File: src/rtl/ocp_pkg.sv
`timescale 1ns/1ps
package ocp_pkg;

    typedef enum logic [2:0] {
        ST_RUN     = 3'd0,
        ST_BLANK   = 3'd1,
        ST_SKIP    = 3'd2,
        ST_SHUT    = 3'd3,
        ST_PULL    = 3'd4,
        ST_RESTART = 3'd5
    } ocp_state_e;

    localparam int CODE_W = 3;

endpackage

File: src/rtl/ocp_ilim_reg.sv
`timescale 1ns/1ps
module ocp_ilim_reg import ocp_pkg::*; #(
    parameter bit HIGH_RANGE = 1'b1
) (
    input  logic              clk,
    input  logic              rst_n,
    input  logic              we,
    input  logic [CODE_W-1:0] code_in,
    output logic [CODE_W-1:0] code_q
);
    localparam logic [CODE_W-1:0] CODE_MAX = HIGH_RANGE ? CODE_W'(4) : CODE_W'(3);
    localparam logic [CODE_W-1:0] CODE_DEF = CODE_MAX;

    logic legal;
    assign legal = (code_in <= CODE_MAX);

    always_ff @(posedge clk or negedge rst_n) begin
        if (!rst_n) begin
            code_q <= CODE_DEF;
        end else if (we && legal) begin
            code_q <= code_in;
        end
    end

    AST_CODE_LEGAL: assert property (@(posedge clk) disable iff (!rst_n)
        code_q <= CODE_MAX);
    AST_CODE_HOLD: assert property (@(posedge clk) disable iff (!rst_n)
        !we |=> $stable(code_q));

endmodule

File: src/rtl/ocp_trip_counter.sv
`timescale 1ns/1ps
module ocp_trip_counter #(
    parameter int TRIP_LIMIT = 256
) (
    input  logic clk,
    input  logic rst_n,
    input  logic clr_all,
    input  logic clr_clean,
    input  logic inc,
    output logic at_limit
);
    localparam int CW = $clog2(TRIP_LIMIT + 1);
    localparam logic [CW-1:0] LIM = CW'(TRIP_LIMIT);

    logic [CW-1:0] cnt_q;

    // A clean cycle end and a trip in the next cycle, both in one clock, leave a count of one.
    always_ff @(posedge clk or negedge rst_n) begin
        if (!rst_n) begin
            cnt_q <= '0;
        end else if (clr_all) begin
            cnt_q <= '0;
        end else if (clr_clean && inc) begin
            cnt_q <= CW'(1);
        end else if (clr_clean) begin
            cnt_q <= '0;
        end else if (inc && (cnt_q < LIM)) begin
            cnt_q <= cnt_q + CW'(1);
        end
    end

    assign at_limit = (cnt_q == LIM);

    AST_CNT_BOUND: assert property (@(posedge clk) disable iff (!rst_n)
        cnt_q <= LIM);
    AST_CNT_CLEAR: assert property (@(posedge clk) disable iff (!rst_n)
        (clr_clean && !inc) |=> (cnt_q == '0));

endmodule

File: src/rtl/ocp_hiccup_timer.sv
`timescale 1ns/1ps
module ocp_hiccup_timer #(
    parameter int TOTAL_CYC = 1000,
    parameter int PULL_CYC  = 55
) (
    input  logic clk,
    input  logic rst_n,
    input  logic en,
    output logic win_open,
    output logic done
);
    localparam int TW       = $clog2(TOTAL_CYC + 1);
    localparam int SHUT_CYC = TOTAL_CYC - PULL_CYC;
    localparam logic [TW-1:0] LAST    = TW'(TOTAL_CYC - 1);
    localparam logic [TW-1:0] WIN_AT  = TW'(SHUT_CYC - 1);

    logic [TW-1:0] t_q;

    always_ff @(posedge clk or negedge rst_n) begin
        if (!rst_n) begin
            t_q <= '0;
        end else if (!en) begin
            t_q <= '0;
        end else if (t_q != LAST) begin
            t_q <= t_q + TW'(1);
        end
    end

    assign win_open = en && (t_q == WIN_AT);
    assign done     = en && (t_q == LAST);

    AST_TIMER_RANGE: assert property (@(posedge clk) disable iff (!rst_n)
        t_q <= LAST);
    AST_TIMER_IDLE: assert property (@(posedge clk) disable iff (!rst_n)
        !en |=> (t_q == '0));

endmodule

File: src/rtl/ocp_hiccup_ctrl.sv
`timescale 1ns/1ps
module ocp_hiccup_ctrl import ocp_pkg::*; #(
    parameter int  TRIP_LIMIT = 256,
    parameter int  REF_KHZ    = 50000,
    parameter int  HICCUP_US  = 20000,
    parameter int  PULL_US    = 1100,
    parameter bit  HIGH_RANGE = 1'b1
) (
    input  logic              clk,
    input  logic              rst_n,
    input  logic              cycle_start,
    input  logic              oc_hs,
    input  logic              partner_hiccup,
    input  logic              interleave_en,
    input  logic              ss_digital,
    input  logic              cfg_we,
    input  logic [CODE_W-1:0] cfg_code,
    output logic              hs_en,
    output logic              ls_en,
    output logic              comp_pulldown,
    output logic              ss_discharge,
    output logic              ss_reset,
    output logic              restart_req,
    output logic              partner_shutdown,
    output logic [CODE_W-1:0] ilim_code
);
    localparam int HICCUP_CYC = REF_KHZ * HICCUP_US / 1000;
    localparam int PULL_CYC   = REF_KHZ * PULL_US / 1000;

    ocp_state_e state_q, state_d;
    logic       self_q, self_d;
    logic       at_limit, win_open, hic_done;
    logic       in_hiccup, partner_req, trip, entering;

    assign in_hiccup   = (state_q == ST_SHUT) || (state_q == ST_PULL);
    assign partner_req = interleave_en && partner_hiccup;
    assign trip        = (state_q == ST_RUN) && oc_hs;
    assign entering    = (state_d == ST_SHUT) && !in_hiccup;

    ocp_ilim_reg #(.HIGH_RANGE(HIGH_RANGE)) u_ilim (
        .clk     (clk),
        .rst_n   (rst_n),
        .we      (cfg_we),
        .code_in (cfg_code),
        .code_q  (ilim_code)
    );

    ocp_trip_counter #(.TRIP_LIMIT(TRIP_LIMIT)) u_cnt (
        .clk       (clk),
        .rst_n     (rst_n),
        .clr_all   (entering),
        .clr_clean ((state_q == ST_RUN) && cycle_start),
        .inc       (trip),
        .at_limit  (at_limit)
    );

    ocp_hiccup_timer #(.TOTAL_CYC(HICCUP_CYC), .PULL_CYC(PULL_CYC)) u_tmr (
        .clk      (clk),
        .rst_n    (rst_n),
        .en       (in_hiccup),
        .win_open (win_open),
        .done     (hic_done)
    );

    // State register
    always_ff @(posedge clk or negedge rst_n) begin
        if (!rst_n) begin
            state_q <= ST_RUN;
            self_q  <= 1'b0;
        end else begin
            state_q <= state_d;
            self_q  <= self_d;
        end
    end

    // Next state
    always_comb begin
        state_d = state_q;
        self_d  = self_q;
        unique case (state_q)
            ST_RUN: begin
                if (oc_hs && at_limit) begin
                    state_d = ST_SHUT;
                    self_d  = 1'b1;
                end else if (oc_hs) begin
                    state_d = ST_BLANK;
                end
            end
            ST_BLANK:   if (cycle_start) state_d = ST_SKIP;
            ST_SKIP:    if (cycle_start && !oc_hs) state_d = ST_RUN;
            ST_SHUT:    if (win_open) state_d = ST_PULL;
            ST_PULL:    if (hic_done) state_d = ST_RESTART;
            ST_RESTART: state_d = ST_RUN;
            default:    state_d = ST_RUN;
        endcase
        if (partner_req && !in_hiccup && !(state_d == ST_SHUT && self_d)) begin
            state_d = ST_SHUT;
            self_d  = 1'b0;
        end
    end

    // Outputs
    always_comb begin
        hs_en            = 1'b0;
        ls_en            = 1'b0;
        comp_pulldown    = 1'b0;
        ss_discharge     = 1'b0;
        ss_reset         = 1'b0;
        restart_req      = 1'b0;
        partner_shutdown = 1'b0;
        unique case (state_q)
            ST_RUN: begin
                hs_en = !oc_hs;
                ls_en = !oc_hs;
            end
            ST_BLANK, ST_SKIP: begin
                hs_en = 1'b0;
            end
            ST_SHUT: begin
                partner_shutdown = self_q && interleave_en;
            end
            ST_PULL: begin
                comp_pulldown    = 1'b1;
                ss_discharge     = 1'b1;
                ss_reset         = ss_digital;
                partner_shutdown = self_q && interleave_en;
            end
            ST_RESTART: begin
                restart_req = 1'b1;
            end
            default: begin
                hs_en = 1'b0;
            end
        endcase
    end

    AST_TRIP_GATES_OFF: assert property (@(posedge clk) disable iff (!rst_n)
        oc_hs |-> (!hs_en && !ls_en));
    AST_WINDOW_QUIET: assert property (@(posedge clk) disable iff (!rst_n)
        comp_pulldown |-> (!hs_en && !ls_en && ss_discharge));
    AST_SSRESET_IN_WINDOW: assert property (@(posedge clk) disable iff (!rst_n)
        ss_reset |-> (comp_pulldown && ss_digital));
    AST_RESTART_SINGLE: assert property (@(posedge clk) disable iff (!rst_n)
        restart_req |=> !restart_req);
    AST_RESTART_AFTER_WINDOW: assert property (@(posedge clk) disable iff (!rst_n)
        $rose(restart_req) |-> $past(comp_pulldown));
    AST_PARTNER_GATED: assert property (@(posedge clk) disable iff (!rst_n)
        partner_shutdown |-> (interleave_en && !hs_en && !ls_en));
    AST_PARTNER_ENTRY: assert property (@(posedge clk) disable iff (!rst_n)
        (partner_req && hs_en && !oc_hs) |=> (!hs_en && !partner_shutdown));

endmodule

File: config.mk
export PLATFORM = sky130hd
export DESIGN_NAME = ocp_hiccup_ctrl
export DESIGN_NICKNAME = d
export VERILOG_FILES = /design/src/rtl/ocp_pkg.sv /design/src/rtl/ocp_ilim_reg.sv /design/src/rtl/ocp_trip_counter.sv /design/src/rtl/ocp_hiccup_timer.sv /design/src/rtl/ocp_hiccup_ctrl.sv
export SDC_FILE = /design/constraint.sdc
export NUM_CORES = 1
export LEC_CHECK = 0
export BUFFER_PORTS_ARGS = -buffer_cell sky130_fd_sc_hd__buf_2
export CAP_MARGIN = 20
export CORE_UTILIZATION = 33
export CTS_CLUSTER_SIZE = 30
export DETAILED_ROUTE_END_ITERATION = 16
export GPL_TIMING_DRIVEN = 0
export HOLD_SLACK_MARGIN = 0.03
export PLACE_DENSITY = 0.47
export SYNTH_ARGS = -nofsm -noshare
export SYNTH_HDL_FRONTEND = slang
export SYNTH_SLANG_ARGS = --single-unit
File: constraint.sdc
create_clock -name clk -period 2.2 [get_ports clk]
set_input_delay 0.33 -clock clk [delete_from_list [all_inputs] [get_ports clk]]
set_output_delay 0.33 -clock clk [all_outputs]
set_load 0.03 [all_outputs]
==> results of run 1 <==
[per-layer routing]
metal,GRT usage [%],wire length (µm),vias up
met5,0,0,-
met4,5.89,72,0
met3,3.71,185,6
met2,23.9,1960,36
met1,22.9,2430,849
li1,-,-,893
[kinds of logic after synthesis]
logic type | share of synthesized area (%)
AND/OR/NAND/NOR | 30.0
AO/OA/AOI/OAI | 12.8
flip-flops | 43.7
buffers and inverters | 5.27
XOR/XNOR | 6.36
adder cells (fa/ha/maj) | 1.82
[cell type report]
type | count | area [µm²]
well taps | 75 | 93.8
multi-input cells | 171 | 1070
repair buffers | 20 | 100
clock inverters | 1 | 7.51
plain buffers | 10 | 52.6
inverters | 15 | 56.3
clock buffers | 7 | 86.3
flip-flops and latches | 36 | 902
fillers | 607 | 3620
[worst paths after layout]
check                                          from                            to  slack, ps  cells after the start
max reg2reg                u_tmr.t_q[0]$_DFFE_PN0N_      u_tmr.t_q[6]$_DFFE_PN0N_        140                      5
min                                           rst_n    u_cnt.cnt_q[0]$_DFFE_PN0P_        130                      1
max in group asynchronous                     rst_n     u_tmr.t_q[17]$_DFFE_PN0N_       1540                      1
min reg2reg                        self_q$_DFF_PN0_              self_q$_DFF_PN0_        520                      2
max                        u_tmr.t_q[0]$_DFFE_PN0N_      u_tmr.t_q[6]$_DFFE_PN0N_        140                      5
min in group clk                             cfg_we  u_ilim.code_q[1]$_DFFE_PN0P_        260                      2
[state kept, by name, summed over array words and instances (netlist names)]
signal         flops
self_q             1
u_tmr.t_q         20
u_cnt.cnt_q        9
u_ilim.code_q      3
state_q            3
[through the flow]
stage / hold WS, ps / total power, mW / setup slack, ps / setup TNS [ps] / cells
floorplan: 34.4 / 0.746 / 232 / 0 / 233
global placement: 488 / 0.788 / -11.7 / -64.4 / 328
detailed placement: 496 / 0.788 / -14.2 / -34.5 / 328
CTS: 176 / 1.30 / 44.5 / 0 / 336
global route: 218 / 1.35 / 3.66 / 0 / 335
finish: 129 / 1.28 / 135 / 0 / 335
[power groups by stage]
stage / sequential [mW] / clock (mW) / combinational, mW
global route: 0.694 / 0.560 / 0.0934
floorplan: 0.716 / 0 / 0.0305
detailed placement: 0.703 / 0 / 0.0850
CTS: 0.690 / 0.528 / 0.0849
finish: 0.691 / 0.507 / 0.0824
global placement: 0.703 / 0 / 0.0843
[timing repair]
action / 4_1_cts / 5_1_grt
endpoints found under the setup margin: 4 / 12
hold buffers: 0 / 0
resized for setup: 3 / 4
[placed cells by master (no fill, tap or decap), types with 9 or more instances in the layout]
master	count
inv_1	14
nor4_1	9
buf_2	21
nor3_1	9
dfrtp_1	35
a21oi_1	11
nor2_1	23
xnor2_1	15
nand2_1	19
[cells in the mapped netlist (4+ instances only)]
cell      number
dfrtp_1       35
nor2_1        24
nand2_1       20
inv_1         15
xnor2_1       15
a21oi_1       11
nor4_1        10
nor3_1         9
nand3_1        8
nand4_1        8
o21ai_0        8
a31oi_1        6
clkbuf_1       6
and2_1         4
and3_1         4
or3_1          4
[worst max-delay path, stage by stage, from the launching register on]
cell	delay, ps
dfrtp_1	420
ha_1	210
nand4_1	330
or2_2	450
or3_2	450
a21oi_1	140
==> reports/qor.yml, run 1 <==
status: "finished, final reports clean"
overflow: 0
p_comb_share_pct: 6.4
clockBufferDepth: 2
grt_pass1_vias: 1672
finalInstanceArea_um2: 2370
p_seq_share_pct: 54.0
synth_cell_types: 45
skew_ps: 4.92
critPathMaxFanout: 9
wirelength_um: 4640
routabilityCongestion: 0.744
cp.arrival_ps: 2290
yosys_warnings: 0
grt_max_degree: 37
clock-sinks: 36
dpl_cell_area_um2: 2260
cts_root_buffer: "clkbuf_8"
initialDrtViolationCount: 94
firstDrtPassIters: 4
clock_latency_ps: 290
design.die.area_um2: 6580
cts_setup_buffers: 0
dp_hpwl_um: 3240
max_slew_margin_pct: 44.9
layout-drive-gt1-share_pct: 16.9
via_per_inst: 5.33
power.leakage_nw: 0.996
clk_pin_slew_ps: 80
syn_area_per_cell_um2: 8.86
p_int_uw: 960
grt_pass1_wl_um: 8020
powerDensity_nw_per_um2: 541
cap_viol_max_count: 0
cts_max_level: 2
finalCriticalPeriod_ps: 2060
rsz0062_at_grt: "false"
synth_top_area_share_pct: 42.4
antenna_found_initial: 0
floorplan.rows: 28
fp.dieW_um: 81.1
crit_type: "reg -> reg"
synthArstFlopShare_pct: 100
syn_inst: 233
pwr-share-clk_pct: 39.6
synth_edf_count: 0
period_share_pct: 93.8
io_pins: 21
cts_buffers: 5
utilization_pct: 39.5
crit_path_start_kind: "register"
area_growth_pct: 14.6
hold_path_class: "in -> async"
layout.nets: 273
syn_area_um2: 2060
tightest_slew_ps: 826
syn_nets: 247
coreArea_um2: 5990
switching_share_pct: 25.0
ys_ff_latch: 36
fmax_mhz: 484
maxSlewViolCount: 0
die_h_um: 81.1
critPathCaptureType: "register"
synth_area_leaders: "dfrtp_1 42%, xnor2_1 6.4%, nor2_1 4.4%"
antenna_cells: 0
grtUsageTotal_pct: 16.2
setup_viol: 0
synth_top_area_cell: "dfrtp_1"
ir_worst_vdd_mv: 0.181
initial_core_util_pct: 34.5
hold_viol: 0
ys_seq_area_share_pct: 43.7
wl_per_cell_um: 13.9
worstPathRequired_ps: 2420
port_buffers: 20
switchingPower_uw: 320
vias: 1784
antenna_left: 0
synth_ff_type: "dfrtp_1"
cts_tree: "built"
drc_errors: 0
(Power assumes the default switching activity.)
==> inputs of run 2 (changes only) <==
--- a/config.mk
+++ b/config.mk
@@ -13,6 +13,7 @@
 export GPL_TIMING_DRIVEN = 0
 export HOLD_SLACK_MARGIN = 0.03
 export PLACE_DENSITY = 0.47
+export SETUP_SLACK_MARGIN = 0.4
 export SYNTH_ARGS = -nofsm -noshare
 export SYNTH_HDL_FRONTEND = slang
 export SYNTH_SLANG_ARGS = --single-unit
==> run 2 against run 1 <==
Power increased by 6.3%; non-clock buffer count is 25 higher; first-iteration DRC count is 36% lower; combinational power grew 6.1%; sequential cell count did not move; sequential share of layout area decreased by 5.8 points; critical path depth stayed put; via count rose by 5.3%; clock-buffer cell count fell by 1; critical endpoint is now ss_reset.
==> reports/qor.yml, run 2 (synthesis results as in run 1) <==
finalSetupTns_ps: 0  # unchanged
critPathMaxFanout: 5  # was 9
wl_per_cell_um: 14.4  # was 13.9 µm
cts_buffers: 5  # unchanged
clockBufferDepth: 2  # unchanged
worst-r2r-setup-slack_ps: 380  # was 140 ps
switchingPower_uw: 318  # was 320 µW
multiInputGateArea_um2: 1210  # was 1070 µm²
crit_path_start_kind: "register"  # unchanged
layout_common_cells: "28 x dfrtp_1, 24 x buf_4, 23 x nor2_1"  # was 35 x dfrtp_1, 23 x nor2_1, 21 x buf_2
routabilityCongestion: 0.824  # was 0.744
ff_latch_area_um2: 911  # was 902 µm²
rsz0062_at_grt: "true"  # was false
grt_pass1_wl_um: 8390  # was 8020 µm
critPathLaunch: "state_q[1]$_DFF_PN0_"  # was u_tmr.t_q[0]$_DFFE_PN0N_
vias: 1879  # was 1784
max_slew_margin_pct: 45.6  # was 44.9%
finalCriticalPeriod_ps: 1940  # was 2060 ps
grt_max_degree: 37  # unchanged
dp_hpwl_um: 3310  # was 3240 µm
cpLargestDelayFamily: "simple AND/OR/NAND/NOR gates"  # unchanged
regToRegStartpoint: "state_q[1]$_DFF_PN0_"  # was u_tmr.t_q[0]$_DFFE_PN0N_
fp.dieW_um: 81.1  # unchanged
crit_type: "reg -> out"  # was reg -> reg
antenna_left: 0  # unchanged
total_power_mw: 1.36  # was 1.28 mW
critPathCaptureType: "output port"  # was register
tightest_slew_ps: 816  # was 826 ps
clk_pin_slew_ps: 70  # was 80 ps
p_int_mw: 1.04  # was 960 µW
skew_ps: 11.0  # was 4.92 ps
worstPathRequired_ps: 1870  # was 2420 ps
drc_errors: 0  # unchanged
regMostFlops: "u_tmr.t_q"  # unchanged
cts_max_level: 2  # unchanged
switching_share_pct: 23.4  # was 25.0%
via_per_inst: 5.22  # was 5.33
p_seq_share_pct: 50.8  # was 54.0%
fmax_mhz: 516  # was 484 MHz
firstDrtPassIters: 4  # unchanged
antenna_cells: 0  # unchanged
clock_latency_ps: 290  # about the same
antenna_found_initial: 0  # unchanged
cts_tree: "built"  # unchanged
hold_viol: 0  # unchanged
ir_worst_vdd_mv: 0.242  # was 0.181 mV
powerDensity_nw_per_um2: 483  # was 541 nW/µm²
initial_core_util_pct: 34.5  # unchanged
layout-drive-gt1-share_pct: 34.0  # was 16.9%
maxSlewViolCount: 0  # unchanged
pwr-share-clk_pct: 42.8  # was 39.6%
max_stage_delay_ps: 410  # was 450 ps
hold_path_class: "in -> async"  # unchanged
status: "finished, final reports clean"  # unchanged
grtUsageTotal_pct: 16.9  # was 16.2%
area_growth_pct: 36.5  # was 14.6%
n_fill_cell: 577  # was 607
overflow: 0  # unchanged
slowest_stage: "or3b_4"  # was or2_2
path_buf_inv: 3  # was 0
power.leakage_nw: 1.17  # was 0.996 nW
cp_cell_sequence: "clkbuf_8 -> or3b_4 -> clkinvlp_4 -> and2_4 -> buf_6"  # was ha_1 -> nand4_1 -> or2_2 -> or3_2 -> a21oi_1
p_comb_share_pct: 6.4  # about the same
coreArea_um2: 5990  # unchanged
cp.arrival_ps: 1610  # was 2290 ps
setup_slack_ps: 263  # was 135 ps
layout.nets: 298  # was 273
r2r_end: "u_cnt.cnt_q[7]$_DFFE_PN0P_"  # was u_tmr.t_q[6]$_DFFE_PN0N_
reg_top3: "u_tmr.t_q (20), u_cnt.cnt_q (9)"  # unchanged
setup_viol: 0  # unchanged
cts_root_buffer: "clkbuf_8"  # unchanged
clock-sinks: 36  # unchanged
io_pins: 21  # unchanged
final_common_cell: "dfrtp_1"  # unchanged
die_h_um: 81.1  # unchanged
grt_pass1_vias: 1753  # was 1672
cap_viol_max_count: 0  # unchanged
holdBufCountCts: 0  # unchanged
place_ws_ps: 130  # was -14.2 ps
port_buffers: 20  # unchanged
period_share_pct: 88.0  # was 93.8%
largest_reg_flops: 20  # unchanged
ff2ff_path_depth: 6  # was 5
wirelength_um: 5170  # was 4640 µm
initialDrtViolationCount: 60  # was 94
design.die.area_um2: 6580  # unchanged
floorplan.rows: 28  # unchanged
-- run 2: cell count changes in the layout (fill, tap and decap cells not counted), moves of 4 or more --
cell	change
nor4_1	-4
dfrtp_2	+7
buf_4	+22
buf_2	-5
buf_6	+11
clkbuf_1	-4
dfrtp_1	-7
nor4_4	+5
-- run 2: cell type report --
cell class	instances	area share [%]
Multi-Input combinational cell	171	43.1
Tap cell	75	3.33
Clock inverter	2	1.24
Clock buffer	6	2.57
Timing Repair Buffer	44	11.4
Inverter	15	2.13
Buffer	11	3.95
Sequential cell	36	32.3
-- run 2: power by group through the flow --
stage                     Clock (mW)  Sequential (mW)  Combinational (mW)
after floorplan                    0            0.716              0.0312
after global placement             0            0.703              0.0855
after detailed placement           0            0.703              0.0857
after CTS                      0.599            0.691              0.0881
after global routing           0.628            0.692              0.0982
final                          0.582            0.691              0.0874
-- run 2: timing repair --
| action | 4_1_cts | 5_1_grt |
|---|---|---|
| pin swaps | 8 | 9 |
| hold endpoints to repair | 0 | 0 |
| endpoints found under the setup margin | 31 | 21 |
| buffers inserted | 15 | 9 |
| gates resized for setup | 41 | 30 |
-- run 2: layer usage --
layer,track usage [%],wire length [µm],up-vias,share of wire [%]
met3,4.04,161,5,3.1
met1,23.4,2540,901,49
met5,0,0,-,0
li1,-,-,943,-
met4,4.82,59,0,1.1
met2,26.2,2410,30,47
-- run 2: worst reg2reg max path, stage by stage, from the launching register on --
cell and delay (ps):
dfrtp_1 370, clkbuf_8 140, or4b_1 530, clkbuf_8 190, nor4_4 290, xnor2_1 150, nor2_1 50
-- run 2: stage by stage --
| stage | hold WS (ps) | utilization [%] | area [µm²] | cells |
|---|---|---|---|---|
| after global placement | 486 | 38.3 | 2300 | 328 |
| after global routing | 206 | 47.1 | 2820 | 360 |
| after floorplan | 34.4 | - | 2100 | 233 |
| after CTS | 173 | 44.5 | 2670 | 351 |
| after detailed placement | 493 | 38.3 | 2300 | 328 |
| final | 129 | 47.1 | 2820 | 360 |
-- run 2: worst max-delay path by stage --
stage | endpoint | slack, ps | depth (start not counted)
2_1_floorplan | ls_en | 320 | 3
3_5_place_dp | u_tmr.t_q[12]$_DFFE_PN0N_ | 130 | 6
3_3_place_gp | u_tmr.t_q[12]$_DFFE_PN0N_ | 110 | 6
4_1_cts | partner_shutdown | 220 | 5
6_report | ss_reset | 260 | 5
5_1_grt | ss_reset | 190 | 5
==> inputs of run 3 (changes only) <==
--- a/config.mk
+++ b/config.mk
@@ -8,6 +8,7 @@
 export BUFFER_PORTS_ARGS = -buffer_cell sky130_fd_sc_hd__buf_2
 export CAP_MARGIN = 20
 export CORE_UTILIZATION = 33
+export CTS_BUF_LIST = sky130_fd_sc_hd__clkbuf_4 sky130_fd_sc_hd__clkbuf_8
 export CTS_CLUSTER_SIZE = 30
 export DETAILED_ROUTE_END_ITERATION = 16
 export GPL_TIMING_DRIVEN = 0
==> run 3 against run 2 <==
First-iteration DRC count up 12%; non-clock buffer count is the same; design area rose by 0.13%; power up 0.88%; combinational power about the same; worst setup slack worse by 1.6 ps; critical endpoint unchanged; die area unchanged; clock power increased by 2%; final cell count unchanged; largest power group unchanged.
==> reports/qor.yml, run 3 (synthesis results as in run 1) <==
crit_path_start_kind: "register"  # unchanged
regMostFlops: "u_tmr.t_q"  # unchanged
die_h_um: 81.1  # unchanged
reg_top3: "u_tmr.t_q (20), u_cnt.cnt_q (9)"  # unchanged
initial_core_util_pct: 34.5  # unchanged
io_pins: 21  # unchanged
finalCriticalPeriod_ps: 1940  # about the same
skew_ps: 10.7  # was 11.0 ps
cts_tree: "built"  # unchanged
design.die.area_um2: 6580  # unchanged
wirelength_um: 5180  # was 5170 µm
layout-drive-gt1-share_pct: 34.4  # was 34.0%
tightest_slew_ps: 814  # was 816 ps
hold_viol: 0  # unchanged
status: "finished, final reports clean"  # unchanged
cts_root_buffer: "clkbuf_8"  # unchanged
finalInstanceArea_um2: 2820  # about the same
coreArea_um2: 5990  # unchanged
setup_viol: 0  # unchanged
holdBufCountCts: 0  # unchanged
vias: 1884  # was 1879
grtUsageTotal_pct: 16.9  # unchanged
powerDensity_nw_per_um2: 486  # was 483 nW/µm²
grt_max_degree: 37  # unchanged
max_stage_delay_ps: 410  # about the same
ir_worst_vdd_mv: 0.241  # was 0.242 mV
firstDrtPassIters: 4  # unchanged
antenna_cells: 0  # unchanged
wl_per_cell_um: 14.4  # about the same
dpl_cell_area_um2: 2300  # unchanged
maxSlewViolCount: 0  # unchanged
layout.nets: 298  # unchanged
clock-sinks: 36  # unchanged
cts_max_level: 2  # unchanged
clk_pin_slew_ps: 70  # about the same
antenna_found_initial: 0  # unchanged
holdWs_ps: 128  # was 129 ps
worstPathRequired_ps: 1870  # about the same
fmax_mhz: 516  # about the same
cap_viol_max_count: 0  # unchanged
port_buffers: 20  # unchanged
power.leakage_nw: 1.18  # was 1.17 nW
n_fill_cell: 577  # unchanged
overflow: 0  # unchanged
cp_cell_sequence: "clkbuf_8 -> or3b_4 -> clkinvlp_4 -> and2_4 -> buf_6"  # unchanged
cp.arrival_ps: 1610  # about the same
fp.dieW_um: 81.1  # unchanged
period_share_pct: 88.1  # was 88.0%
max_slew_margin_pct: 45.7  # was 45.6%
critPathCaptureType: "output port"  # unchanged
cts_buffers: 5  # unchanged
layout_common_cells: "28 x dfrtp_1, 24 x buf_4, 23 x nor2_1"  # unchanged
clock_latency_ps: 290  # about the same
initialDrtViolationCount: 67  # was 60
hold_path_class: "in -> async"  # unchanged
area_growth_pct: 36.7  # was 36.5%
clockBufferDepth: 2  # unchanged
worst-r2r-setup-slack_ps: 380  # about the same
antenna_left: 0  # unchanged
slowest_stage: "or3b_4"  # unchanged
critPathMaxFanout: 5  # unchanged
grt_pass1_vias: 1750  # was 1753
grt_pass1_wl_um: 8380  # was 8390 µm
finalSetupTns_ps: 0  # unchanged
final_common_cell: "dfrtp_1"  # unchanged
routabilityCongestion: 0.824  # unchanged
rsz0062_at_grt: "true"  # unchanged
largest_reg_flops: 20  # unchanged
floorplan.rows: 28  # unchanged
via_per_inst: 5.23  # was 5.22
crit_type: "reg -> out"  # unchanged
dp_hpwl_um: 3310  # unchanged
drc_errors: 0  # unchanged
-- run 3: area by class of cell --
| cell class | instances | area [µm²] | area share, % |
|---|---|---|---|
| clock inverters | 2 | 35.0 | 1.24 |
| plain buffers | 11 | 111 | 3.95 |
| multi-input cells | 171 | 1210 | 43.0 |
| repair buffers | 44 | 322 | 11.4 |
| well taps | 75 | 93.8 | 3.32 |
| inverters | 15 | 60.1 | 2.13 |
| flip-flops and latches | 36 | 911 | 32.3 |
| clock buffers | 6 | 76.3 | 2.70 |
-- run 3: stage by stage --
| step | setup slack [ps] | std cells | power, mW | util [%] |
|---|---|---|---|---|
| 4_1_cts | 218 | 351 | 1.39 | 44.6 |
| 3_5_place_dp | 130 | 328 | 0.789 | 38.3 |
| 2_1_floorplan | 318 | 233 | 0.747 | - |
| 6_report | 261 | 360 | 1.37 | 47.1 |
| 5_1_grt | 185 | 360 | 1.43 | 47.1 |
| 3_3_place_gp | 110 | 328 | 0.789 | 38.3 |
-- run 3: worst max-delay path, delay by kind of cell, from the launching register on --
kind                   cells  cell delay [ps]
and+or+nand+nor            2              560
buffers and inverters      3              400
DFF                        1              370
-- run 3: power breakdown --
group	total [mW]	leakage [nW]	switching [mW]	internal, mW
clock network	0.594	0.0586	0.245	0.349
registers	0.691	0.452	0.0133	0.677
logic	0.0874	0.667	0.0588	0.0285
total	1.37	1.18	0.318	1.05
-- run 3: path summary, 6_finish.rpt --
| kind | startpoint | end | cells past startpoint |
|---|---|---|---|
| max in group asynchronous | rst_n | u_tmr.t_q[5]$_DFFE_PN0N_ | 1 |
| min reg2reg | self_q$_DFF_PN0_ | self_q$_DFF_PN0_ | 2 |
| max reg2reg | state_q[1]$_DFF_PN0_ | u_cnt.cnt_q[7]$_DFFE_PN0P_ | 6 |
| min | rst_n | u_cnt.cnt_q[5]$_DFFE_PN0P_ | 1 |
| min in group clk | cfg_we | u_ilim.code_q[0]$_DFFE_PN0P_ | 2 |
| max | state_q[1]$_DFF_PN0_ | ss_reset | 5 |
-- run 3: timing repair --
item,4_1_cts,5_1_grt
setup endpoints to repair,31,21
setup buffers,15,9
pin swaps,8,9
resized for setup,41,30
-- run 3: per-layer routing --
layer | routed length, µm | vias to the layer above | global-route usage (%)
li1 | - | 940 | -
met1 | 2520 | 909 | 23.3
met2 | 2430 | 30 | 26.4
met3 | 160 | 5 | 4.04
met4 | 59 | 0 | 4.82
met5 | 0 | - | 0
